--- config.mk ---
export PLATFORM = sky130hd
export DESIGN_NAME = subcar_demod
export DESIGN_NICKNAME = d
export VERILOG_FILES = /design/src/rtl/subcar_demod_pkg.sv /design/src/rtl/subcar_sync_edge.sv /design/src/rtl/subcar_win_timer.sv /design/src/rtl/subcar_edge_cnt.sv /design/src/rtl/subcar_demod.sv
export SDC_FILE = /design/constraint.sdc
export NUM_CORES = 1
export LEC_CHECK = 0
export ABC_AREA = 0
export BUFFER_PORTS_ARGS = -buffer_cell sky130_fd_sc_hd__clkbuf_2
export CAP_MARGIN = 30
export CELL_PAD_IN_SITES_DETAIL_PLACEMENT = 1
export CELL_PAD_IN_SITES_GLOBAL_PLACEMENT = 2
export CORE_UTILIZATION = 37
export DETAILED_ROUTE_END_ITERATION = 10
export PLACE_DENSITY_LB_ADDON = 0.1
export SLEW_MARGIN = 25
export SYNTH_ARGS = -nofsm -noshare
export SYNTH_HDL_FRONTEND = slang
export SYNTH_SLANG_ARGS = --single-unit
--- constraint.sdc ---
create_clock -name clk -period 4.8 [get_ports clk]
set_clock_uncertainty 0.05 [all_clocks]
set_input_delay 0.24 -clock clk [delete_from_list [all_inputs] [get_ports clk]]
set_output_delay 0.24 -clock clk [all_outputs]
set_load 0.005 [all_outputs]
--- src/rtl/subcar_demod_pkg.sv ---
package subcar_demod_pkg;

    localparam int DATA_W   = 32;
    localparam int MAX_BITS = 32;
    localparam int IDX_W    = 6;

    typedef enum logic [1:0] {
        ST_IDLE = 2'd0,
        ST_WAIT = 2'd1,
        ST_RX   = 2'd2
    } phase_t;

    typedef struct packed {
        logic [DATA_W-1:0] key;
        logic [IDX_W-1:0]  nbits;
    } frame_cfg_t;

    function automatic logic [IDX_W-1:0] clamp_bits(input logic [IDX_W-1:0] n);
        if (n > IDX_W'(MAX_BITS))
            return IDX_W'(MAX_BITS);
        return n;
    endfunction

    function automatic logic in_band(input int cnt, input int lo, input int hi);
        return (cnt > lo) && (cnt < hi);
    endfunction

endpackage

--- src/rtl/subcar_sync_edge.sv ---
module subcar_sync_edge (
    input  logic clk,
    input  logic rst,
    input  logic raw_i,
    output logic edge_o
);
    logic s1, s2, s3;

    always_ff @(posedge clk) begin
        if (rst) begin
            s1 <= 1'b0;
            s2 <= 1'b0;
            s3 <= 1'b0;
        end else begin
            s1 <= raw_i;
            s2 <= s1;
            s3 <= s2;
        end
    end

    assign edge_o = s2 ^ s3;
endmodule

--- src/rtl/subcar_win_timer.sv ---
module subcar_win_timer #(
    parameter int WAIT_CYC = 7920,
    parameter int WIN_CYC  = 2400
) (
    input  logic clk,
    input  logic rst,
    input  logic run_i,
    input  logic sel_win_i,
    output logic hit_o
);
    localparam int MAX_CYC = (WAIT_CYC > WIN_CYC) ? WAIT_CYC : WIN_CYC;
    localparam int TMR_W   = $clog2(MAX_CYC) + 1;

    logic [TMR_W-1:0] tmr;
    logic [TMR_W-1:0] limit;

    assign limit = sel_win_i ? TMR_W'(WIN_CYC - 1) : TMR_W'(WAIT_CYC - 1);
    assign hit_o = run_i && (tmr == limit);

    always_ff @(posedge clk) begin
        if (rst)
            tmr <= '0;
        else if (!run_i || hit_o)
            tmr <= '0;
        else
            tmr <= tmr + TMR_W'(1);
    end
endmodule

--- src/rtl/subcar_edge_cnt.sv ---
module subcar_edge_cnt #(
    parameter int CNT_W = 8
) (
    input  logic             clk,
    input  logic             rst,
    input  logic             en_i,
    input  logic             clear_i,
    input  logic             edge_i,
    output logic [CNT_W-1:0] cnt_o,
    output logic [CNT_W-1:0] total_o
);
    always_comb begin
        if (cnt_o == {CNT_W{1'b1}})
            total_o = cnt_o;
        else
            total_o = cnt_o + CNT_W'(edge_i);
    end

    always_ff @(posedge clk) begin
        if (rst || !en_i || clear_i)
            cnt_o <= '0;
        else
            cnt_o <= total_o;
    end
endmodule

--- src/rtl/subcar_demod.sv ---
module subcar_demod
    import subcar_demod_pkg::*;
#(
    parameter int WAIT_CYC = 7920,
    parameter int WIN_CYC  = 2400,
    parameter int CNT_W    = 8,
    parameter int ONE_LO   = 20,
    parameter int ONE_HI   = 60
) (
    input  logic              clk,
    input  logic              rst,
    input  logic              start_i,
    input  logic [5:0]        nbits_i,
    input  logic [31:0]       key_i,
    input  logic              rx_i,
    output logic [31:0]       data_o,
    output logic              valid_o
);
    phase_t            state;
    frame_cfg_t        cfg_q;
    logic [IDX_W-1:0]  idx_q;
    logic [DATA_W-1:0] rxw_q;
    logic [DATA_W-1:0] rxw_next;
    logic              edge_w;
    logic              win_hit;
    logic              bit_val;
    logic [CNT_W-1:0]  cnt_q;
    logic [CNT_W-1:0]  cnt_total;
    logic              in_rx;
    logic              run;

    assign in_rx = (state == ST_RX);
    assign run   = (state != ST_IDLE);

    subcar_sync_edge u_sync (
        .clk    (clk),
        .rst    (rst),
        .raw_i  (rx_i),
        .edge_o (edge_w)
    );

    subcar_win_timer #(
        .WAIT_CYC (WAIT_CYC),
        .WIN_CYC  (WIN_CYC)
    ) u_tmr (
        .clk       (clk),
        .rst       (rst),
        .run_i     (run),
        .sel_win_i (in_rx),
        .hit_o     (win_hit)
    );

    subcar_edge_cnt #(
        .CNT_W (CNT_W)
    ) u_cnt (
        .clk     (clk),
        .rst     (rst),
        .en_i    (in_rx),
        .clear_i (win_hit),
        .edge_i  (edge_w),
        .cnt_o   (cnt_q),
        .total_o (cnt_total)
    );

    always_comb begin
        bit_val  = in_band(int'(cnt_total), ONE_LO, ONE_HI);
        rxw_next = rxw_q | (DATA_W'(bit_val) << idx_q);
    end

    always_ff @(posedge clk) begin
        if (rst) begin
            state   <= ST_IDLE;
            cfg_q   <= '0;
            idx_q   <= '0;
            rxw_q   <= '0;
            data_o  <= '0;
            valid_o <= 1'b0;
        end else begin
            valid_o <= 1'b0;
            case (state)
                ST_IDLE: begin
                    if (start_i) begin
                        cfg_q.key   <= key_i;
                        cfg_q.nbits <= clamp_bits(nbits_i);
                        idx_q       <= '0;
                        rxw_q       <= '0;
                        state       <= ST_WAIT;
                    end
                end
                ST_WAIT: begin
                    if (win_hit) begin
                        if (cfg_q.nbits == '0) begin
                            data_o  <= cfg_q.key;
                            valid_o <= 1'b1;
                            state   <= ST_IDLE;
                        end else begin
                            state <= ST_RX;
                        end
                    end
                end
                ST_RX: begin
                    if (win_hit) begin
                        rxw_q <= rxw_next;
                        idx_q <= idx_q + IDX_W'(1);
                        if (idx_q + IDX_W'(1) == cfg_q.nbits) begin
                            data_o  <= cfg_q.key ^ rxw_next;
                            valid_o <= 1'b1;
                            state   <= ST_IDLE;
                        end
                    end
                end
                default: state <= ST_IDLE;
            endcase
        end
    end
endmodule

==> results.md, run 1 <==
* Die area at 17200 sq um
* Layout cell share with drive strength beyond 1 at 14.4%
* Setup TNS at 0 ps
* Core Area at 16100 sq um
* Vias in the first global route at 5614
* Leakage at 2.82 nW
* Fill cells at 1939
* Io pins at 75
* Peak supply drop at 0.250 mV
* Crit Path Max Fanout at 24
* Yosys warns at 0
* Largest net degree at the start of global routing at 50
* Drt wl/cell at 17.0 microns
* Minimum clock period after layout at 3420 ps
* Placed cell area at 6660 sq um
* Setup Crit Path Kind: register to register
* FFs w/ async S/R, synth at 0%
* Area leader, netlist: dfxtp_1
* Clk root buf: clkbuf_16
* Slowest stage delay, CP at 650 ps
* Initial DRC count at 241
* Drc violations at 0
* Crit path DAT at 3690 ps
* Sinks on the clock net at 136
* CP endpoint kind: register
* Nets at 876
* Post-Layout Cell Count at 1056
* Slew HR at 39.5%
* ANT nets after route at 0
* Worst path bufs/invs at 2
* Post-Syn Area at 6190 sq um
* Total CTS buffers at 17
* Initial DRT Pass Iterations at 4
* Int Power at 2.11 mW
* Global-route usage over all layers at 21.9%
* Starting Density at 38.4%
* Die H at 131 microns
* F_max at 292 MHz
* Critical path cell sequence: xor2_1 > ha_1 > inv_1 > nor3_1 > mux2_2 > nor3_2 > buf_4 > a31oi_1 > xnor2_1 > a22o_1
* Gr ovfl total at 0
* Initial antenna violation count at 0
* First-pass GRT wire length at 29700 microns
* Row count at 46
* Hold WS at 10.5 ps
* Dpl ws at 1410 ps
* Yosys cell types at 48
* Clock Path Buffers at 2
* Clk Latency, worst-skew pair at 430 ps
* Post-synth EDFFs at 0
* Part of the power in combinational logic at 9.7%
* CP startpoint kind: register
* Final RePlAce weighted congestion at 0.792
* WP data required at 5070 ps
* Avg Vias per Cell at 5.18
* Post-synthesis sequential area ratio at 44.0%
* Flop pwr share at 42.7%
* Commonest non-fill, non-tap cell in the layout: dfxtp_1
* Status: finished, final reports clean
* Final setup fails at 0
* IO buf count at 74
* Most frequent cells in the layout: dfxtp_1 (136), nand2_1 (120), nor2_1 (81)
* Final Instance Area at 7570 sq um
* H-tree Lvls at 4
* ANT cells at 0
* Slowest stage cell, crit path: nor3_2
* Worst hold path type: primary input to register
* Vias at 5467
* HPWL Detailed at 12000 microns
* Final WL at 17900 microns
* Unrepaired setup endpoints after global routing: false
* Syn Inst Count at 747
* CTS tree: done
* Power per cell area at 372 nW/um^2
* Clock Power Share at 47.6%
* Actual slew at the worst max-slew pin at 906 ps
* Predominant post-synthesis flop cell: dfxtp_1
* MaxCap Viol Count at 0
* Largest delay share family, worst path: simple AND/OR/NAND/NOR gates
* Placed cell count at 993
* Worst-path clk slew at 60 ps
* Setup ws final at 1380 ps
* Net count after synthesis at 796
* Flops & latches, synth at 136
* Hold Fails Final Rpt at 0
* CTS resizes at 0
* Max-slew violation count at 0
* Switching Share at 25.2%
* Area Growth Syn to Fin at 22.4%
* Tcrit/Tclk final at 71.3%
* Syn_area_per_cell at 8.28 sq um
* Chip width at 131 microns
* Net load switching power at 0.711 mW
* Top post-synthesis cells by area: dfxtp_1 (44%), nand2_1 (7.3%), xnor2_1 (6.5%)
* Top-area cell type share of the netlist area at 44.0%
## cell families after synthesis
group,synth area share [%]
AO/OA/AOI/OAI,17.6
multiplexers,0.344
flip-flops,44.0
buffers and inverters,4.49
AND/OR/NAND/NOR,23.4
XOR/XNOR,8.78
adder cells (fa/ha/maj),1.42
## sequential cells by signal, summed over array words and instances, names as in the netlist
name,cells
rxw_q,32
data_o,32
u_sync.s1,1
idx_q,6
valid_o,1
u_cnt.cnt_o,8
u_sync.s2,1
state,2
u_sync.s3,1
cfg_q,38
u_tmr.tmr,14
## Yosys cell counts, types with 2 or more instances
master	count
dfxtp_1	136
nand2_1	121
nor2_1	83
a21oi_1	51
a31oi_1	49
xnor2_1	46
a22o_1	38
and2_1	38
clkbuf_1	34
nand3_1	17
xor2_1	16
o21ai_0	12
nor2b_1	10
and3_1	9
buf_2	9
ha_1	7
inv_1	7
nor3_1	7
nand3b_1	5
nand4_1	5
buf_1	4
buf_6	4
nand2b_1	3
a21o_1	2
a22oi_1	2
and3b_1	2
and4_1	2
buf_4	2
nand4b_1	2
nor3b_1	2
nor4_1	2
o211ai_1	2
o21ai_1	2
o31ai_1	2
## layout make-up
type | count | area [sq um] | share of cell area (%)
timing repair buffer | 114 | 748 | 9.88
tap | 216 | 270 | 3.57
sequential | 136 | 2720 | 35.9
multi-input combinational | 550 | 3200 | 42.3
clock buffer | 21 | 450 | 5.95
inverter | 8 | 30.0 | 0.396
clock inverter | 11 | 149 | 1.97
## metal layers
layer	part of all wire (%)	wire length [microns]	track usage, %	vias to the layer above
met1	50	8900	29.7	2614
li1	-	-	-	2722
met4	1.8	314	8.46	0
met5	0	0	0	-
met3	3.5	633	3.86	24
met2	45	8090	34.4	107
## power by group through the flow
stage / clock (mW) / sequential, mW / combinational, mW
3_5_place_dp: 0 / 1.23 / 0.255
2_1_floorplan: 0 / 1.22 / 0.175
5_1_grt: 1.42 / 1.21 / 0.304
4_1_cts: 1.37 / 1.20 / 0.276
3_3_place_gp: 0 / 1.23 / 0.246
6_report: 1.34 / 1.20 / 0.273
## worst min-delay path, stage by stage
cell and delay (ps):
clkbuf_2 80, nand2_1 50, a21oi_1 60
## what timing repair did
action                     CTS  global route
hold endpoints to repair    31             0
setup buffers                0             0
hold buffers                31             0
setup endpoints to repair    0             0
## per-stage QoR
stage / utilization, % / power [mW]
finish: 47.0 / 2.82
global route: 47.0 / 2.94
CTS: 47.0 / 2.85
detailed placement: 41.3 / 1.48
global placement: 41.3 / 1.47
floorplan: - / 1.40
## worst paths after layout
check                           startpoint         end  slack (ps)  depth (start not counted)
worst min register to register   u_sync.s1   u_sync.s2         390                          1
worst max-delay path             u_sync.s2  data_o[16]        1380                         10
worst min-delay path              key_i[8]   cfg_q[14]          10                          3
worst max register to register   u_sync.s2  data_o[16]        1380                         10
No activity file was read; power rests on OpenSTA's default activity.
==> run 2: changes to the inputs <==
--- a/config.mk
+++ b/config.mk
@@ -5,12 +5,12 @@
 export SDC_FILE = /design/constraint.sdc
 export NUM_CORES = 1
 export LEC_CHECK = 0
-export ABC_AREA = 0
+export ABC_AREA = 1
 export BUFFER_PORTS_ARGS = -buffer_cell sky130_fd_sc_hd__clkbuf_2
 export CAP_MARGIN = 30
 export CELL_PAD_IN_SITES_DETAIL_PLACEMENT = 1
 export CELL_PAD_IN_SITES_GLOBAL_PLACEMENT = 2
-export CORE_UTILIZATION = 37
+export CORE_UTILIZATION = 30
 export DETAILED_ROUTE_END_ITERATION = 10
 export PLACE_DENSITY_LB_ADDON = 0.1
 export SLEW_MARGIN = 25
==> constraint.sdc (replaced) <==
create_clock -name clk -period 2.92 [get_ports clk]
set_clock_uncertainty 0.05 [all_clocks]
set_input_delay 0.146 -clock clk [delete_from_list [all_inputs] [get_ports clk]]
set_output_delay 0.146 -clock clk [all_outputs]
set_load 0.005 [all_outputs]
==> results.md, run 2 <==
* Int Power at 4.27 mW
* Slew HR at 56.9%
* Predominant post-synthesis flop cell: dfxtp_1
* Power per cell area at 837 nW/um^2
* CP most frequent cell: nand2_1
* Final WL at 18300 microns
* Net load switching power at 2.43 mW
* Sinks on the clock net at 136
* Core Area at 21000 sq um
* Setup TNS at 0 ps
* Most numerous cell in the Yosys netlist: nand2_1
* Slowest stage cell, crit path: dfxtp_1
* F_max at 387 MHz
* Minimum clock period after layout at 2590 ps
* Top-area cell type share of the netlist area at 42.3%
* Most frequent cells in the layout: nand2_1 (187), dfxtp_1 (136), inv_1 (107)
* Post-Layout Cell Count at 1283
* Yosys warns at 0
* Syn_area_per_cell at 7.20 sq um
* Core Util, Final at 38.1%
* Total CTS buffers at 17
* CTS tree: done
* Die H at 148 microns
* Largest delay share family, worst path: simple AND/OR/NAND/NOR gates
* Post-CTS setup buffers at 0
* Part of the power in combinational logic at 31.2%
* Status: finished, final reports clean
* Post-synth EDFFs at 0
* ANT nets after route at 0
* IO buf count at 74
* CP startpoint kind: register
* Crit path DAT at 2870 ps
* Gr ovfl total at 0
* Leakage at 3.36 nW
* CP endpoint kind: register
* Unrepaired setup endpoints after global routing: false
* Drc violations at 0
* Starting Density at 30.6%
* MaxCap Viol Count at 0
* Flops & latches, synth at 136
* Fill cells at 2607
* Initial DRT Pass Iterations at 4
* Placed cell count at 1216
* Area leader, netlist: dfxtp_1
* Nets at 1044
* Clk Latency, worst-skew pair at 430 ps
* Crit Path Max Fanout at 4
* Max reg flops at 38
* Final RePlAce weighted congestion at 0.728
* Final Instance Area at 8000 sq um
* Post-Syn Area at 6430 sq um
* Worst-path clk slew at 60 ps
* Tcrit/Tclk final at 88.6%
* Syn Inst Count at 894
* Layout cell share with drive strength beyond 1 at 15.1%
* Clock Path Buffers at 2
* Placed cell area at 7060 sq um
* Worst path bufs/invs at 2
* Io pins at 75
* Largest regs: cfg_q (38), data_o (32), rxw_q (32)
* Max-slew violation count at 0
* HPWL Detailed at 12600 microns
* Row count at 53
* Yosys cell types at 46
* H-tree Lvls at 4
* Post-synthesis sequential area ratio at 42.3%
* Top post-synthesis cells by area: dfxtp_1 (42%), nand2_1 (11%), nand3_1 (6.3%)
* Worst hold path type: primary input to register
* Chip width at 148 microns
* Initial antenna violation count at 0
* Synth top cells by count: nand2_1 (188), dfxtp_1 (136), inv_1 (107)
* Global-route usage over all layers at 17.6%
* Dpl ws at 288 ps
* Setup Crit Path Kind: register to register
* Area of the multi-input gates at 3080 sq um
* Flop pwr share at 36.3%
* FFs w/ async S/R, synth at 0%
* Setup ws final at 333 ps
* Actual slew at the worst max-slew pin at 647 ps
* Final setup fails at 0
* Net count after synthesis at 943
* Commonest non-fill, non-tap cell in the layout: nand2_1
* Top reg by flops: cfg_q
* Avg Vias per Cell at 4.73
* Largest net degree at the start of global routing at 65
* Switching Share at 36.3%
* Vias in the first global route at 6152
* Die area at 22000 sq um
* Drt wl/cell at 14.2 microns
* Area Growth Syn to Fin at 24.4%
* Critical path cell sequence: xor2_1 > ha_1 > nand2_1 > nor2_2 > nand2_1 > nand2_1 > nand3_1 > nor2_1 > o21ai_1 > inv_2 > nand4_1 > nor2_2 > nand3_1 > nand2_1 > nand2_1 > nand2_1 > nand3_1 > nand2_1 > inv_1
* Clk root buf: clkbuf_16
* Initial DRC count at 141
* ANT cells at 0
* Peak supply drop at 0.480 mV
* Hold Fails Final Rpt at 0
* WP data required at 3200 ps
* Vias at 6064
* Slowest stage delay, CP at 340 ps
* First-pass GRT wire length at 30500 microns
* Clock Power Share at 32.5%
* Register area at 2720 sq um
[run 2: power groups by stage]
stage | registers (mW) | clock network, mW | logic, mW
2_1_floorplan | 2.42 | 0 | 1.49
3_3_place_gp | 2.48 | 0 | 2.08
3_5_place_dp | 2.48 | 0 | 2.09
4_1_cts | 2.44 | 2.25 | 2.14
5_1_grt | 2.48 | 2.34 | 2.39
6_report | 2.43 | 2.18 | 2.09
[run 2: layout make-up]
class,count,area share [%]
Tap cell,275,4.30
Clock inverter,12,1.77
Clock buffer,20,5.58
Timing Repair Buffer,124,10.6
Multi-Input combinational cell,603,38.5
Inverter,113,5.31
Sequential cell,136,34.0
[run 2: timing repair]
| action | CTS | global route |
|---|---|---|
| resized for setup | 0 | 2 |
| hold endpoints to repair | 35 | 0 |
| endpoints found under the setup margin | 0 | 2 |
| hold buffers | 35 | 0 |
[run 2: kinds of logic after synthesis]
family	synth area share [%]
AND/OR/NAND/NOR	26.6
AO/OA/AOI/OAI	17.6
buffers and inverters	9.98
flip-flops	42.3
XOR/XNOR	2.16
adder cells (fa/ha/maj)	1.36
[run 2: metal layers]
layer,vias up,share of wire (%),track usage (%),routed length (microns)
met1,2870,48,21.7,8690
met2,53,49,30.8,8970
met3,17,1.9,3.01,346
met5,-,0,0,0
li1,3124,-,-,-
met4,0,1.4,5.77,252
[run 2: worst paths after layout]
kind | startpoint | end | slack, ps | cells after the start
min reg2reg | u_sync.s1 | u_sync.s2 | 350 | 2
max | u_sync.s2 | data_o[12] | 330 | 19
min | key_i[26] | cfg_q[32] | 1 | 3
max reg2reg | u_sync.s2 | data_o[12] | 330 | 19
[run 2: stage by stage]
step	power [mW]	hold slack [ps]
6_report	6.70	1.22
5_1_grt	7.21	15.1
4_1_cts	6.83	2.10
3_5_place_dp	4.57	296
3_3_place_gp	4.56	289
2_1_floorplan	3.91	199
[run 2: worst reg2reg max path, stage by stage (launching register included)]
cell	delay, ps
dfxtp_1	340
xor2_1	210
ha_1	220
nand2_1	80
nor2_2	140
nand2_1	70
nand2_1	80
nand3_1	70
nor2_1	100
o21ai_1	80
inv_2	90
nand4_1	140
nor2_2	230
nand3_1	190
nand2_1	130
nand2_1	50
nand2_1	70
nand3_1	60
nand2_1	70
inv_1	30
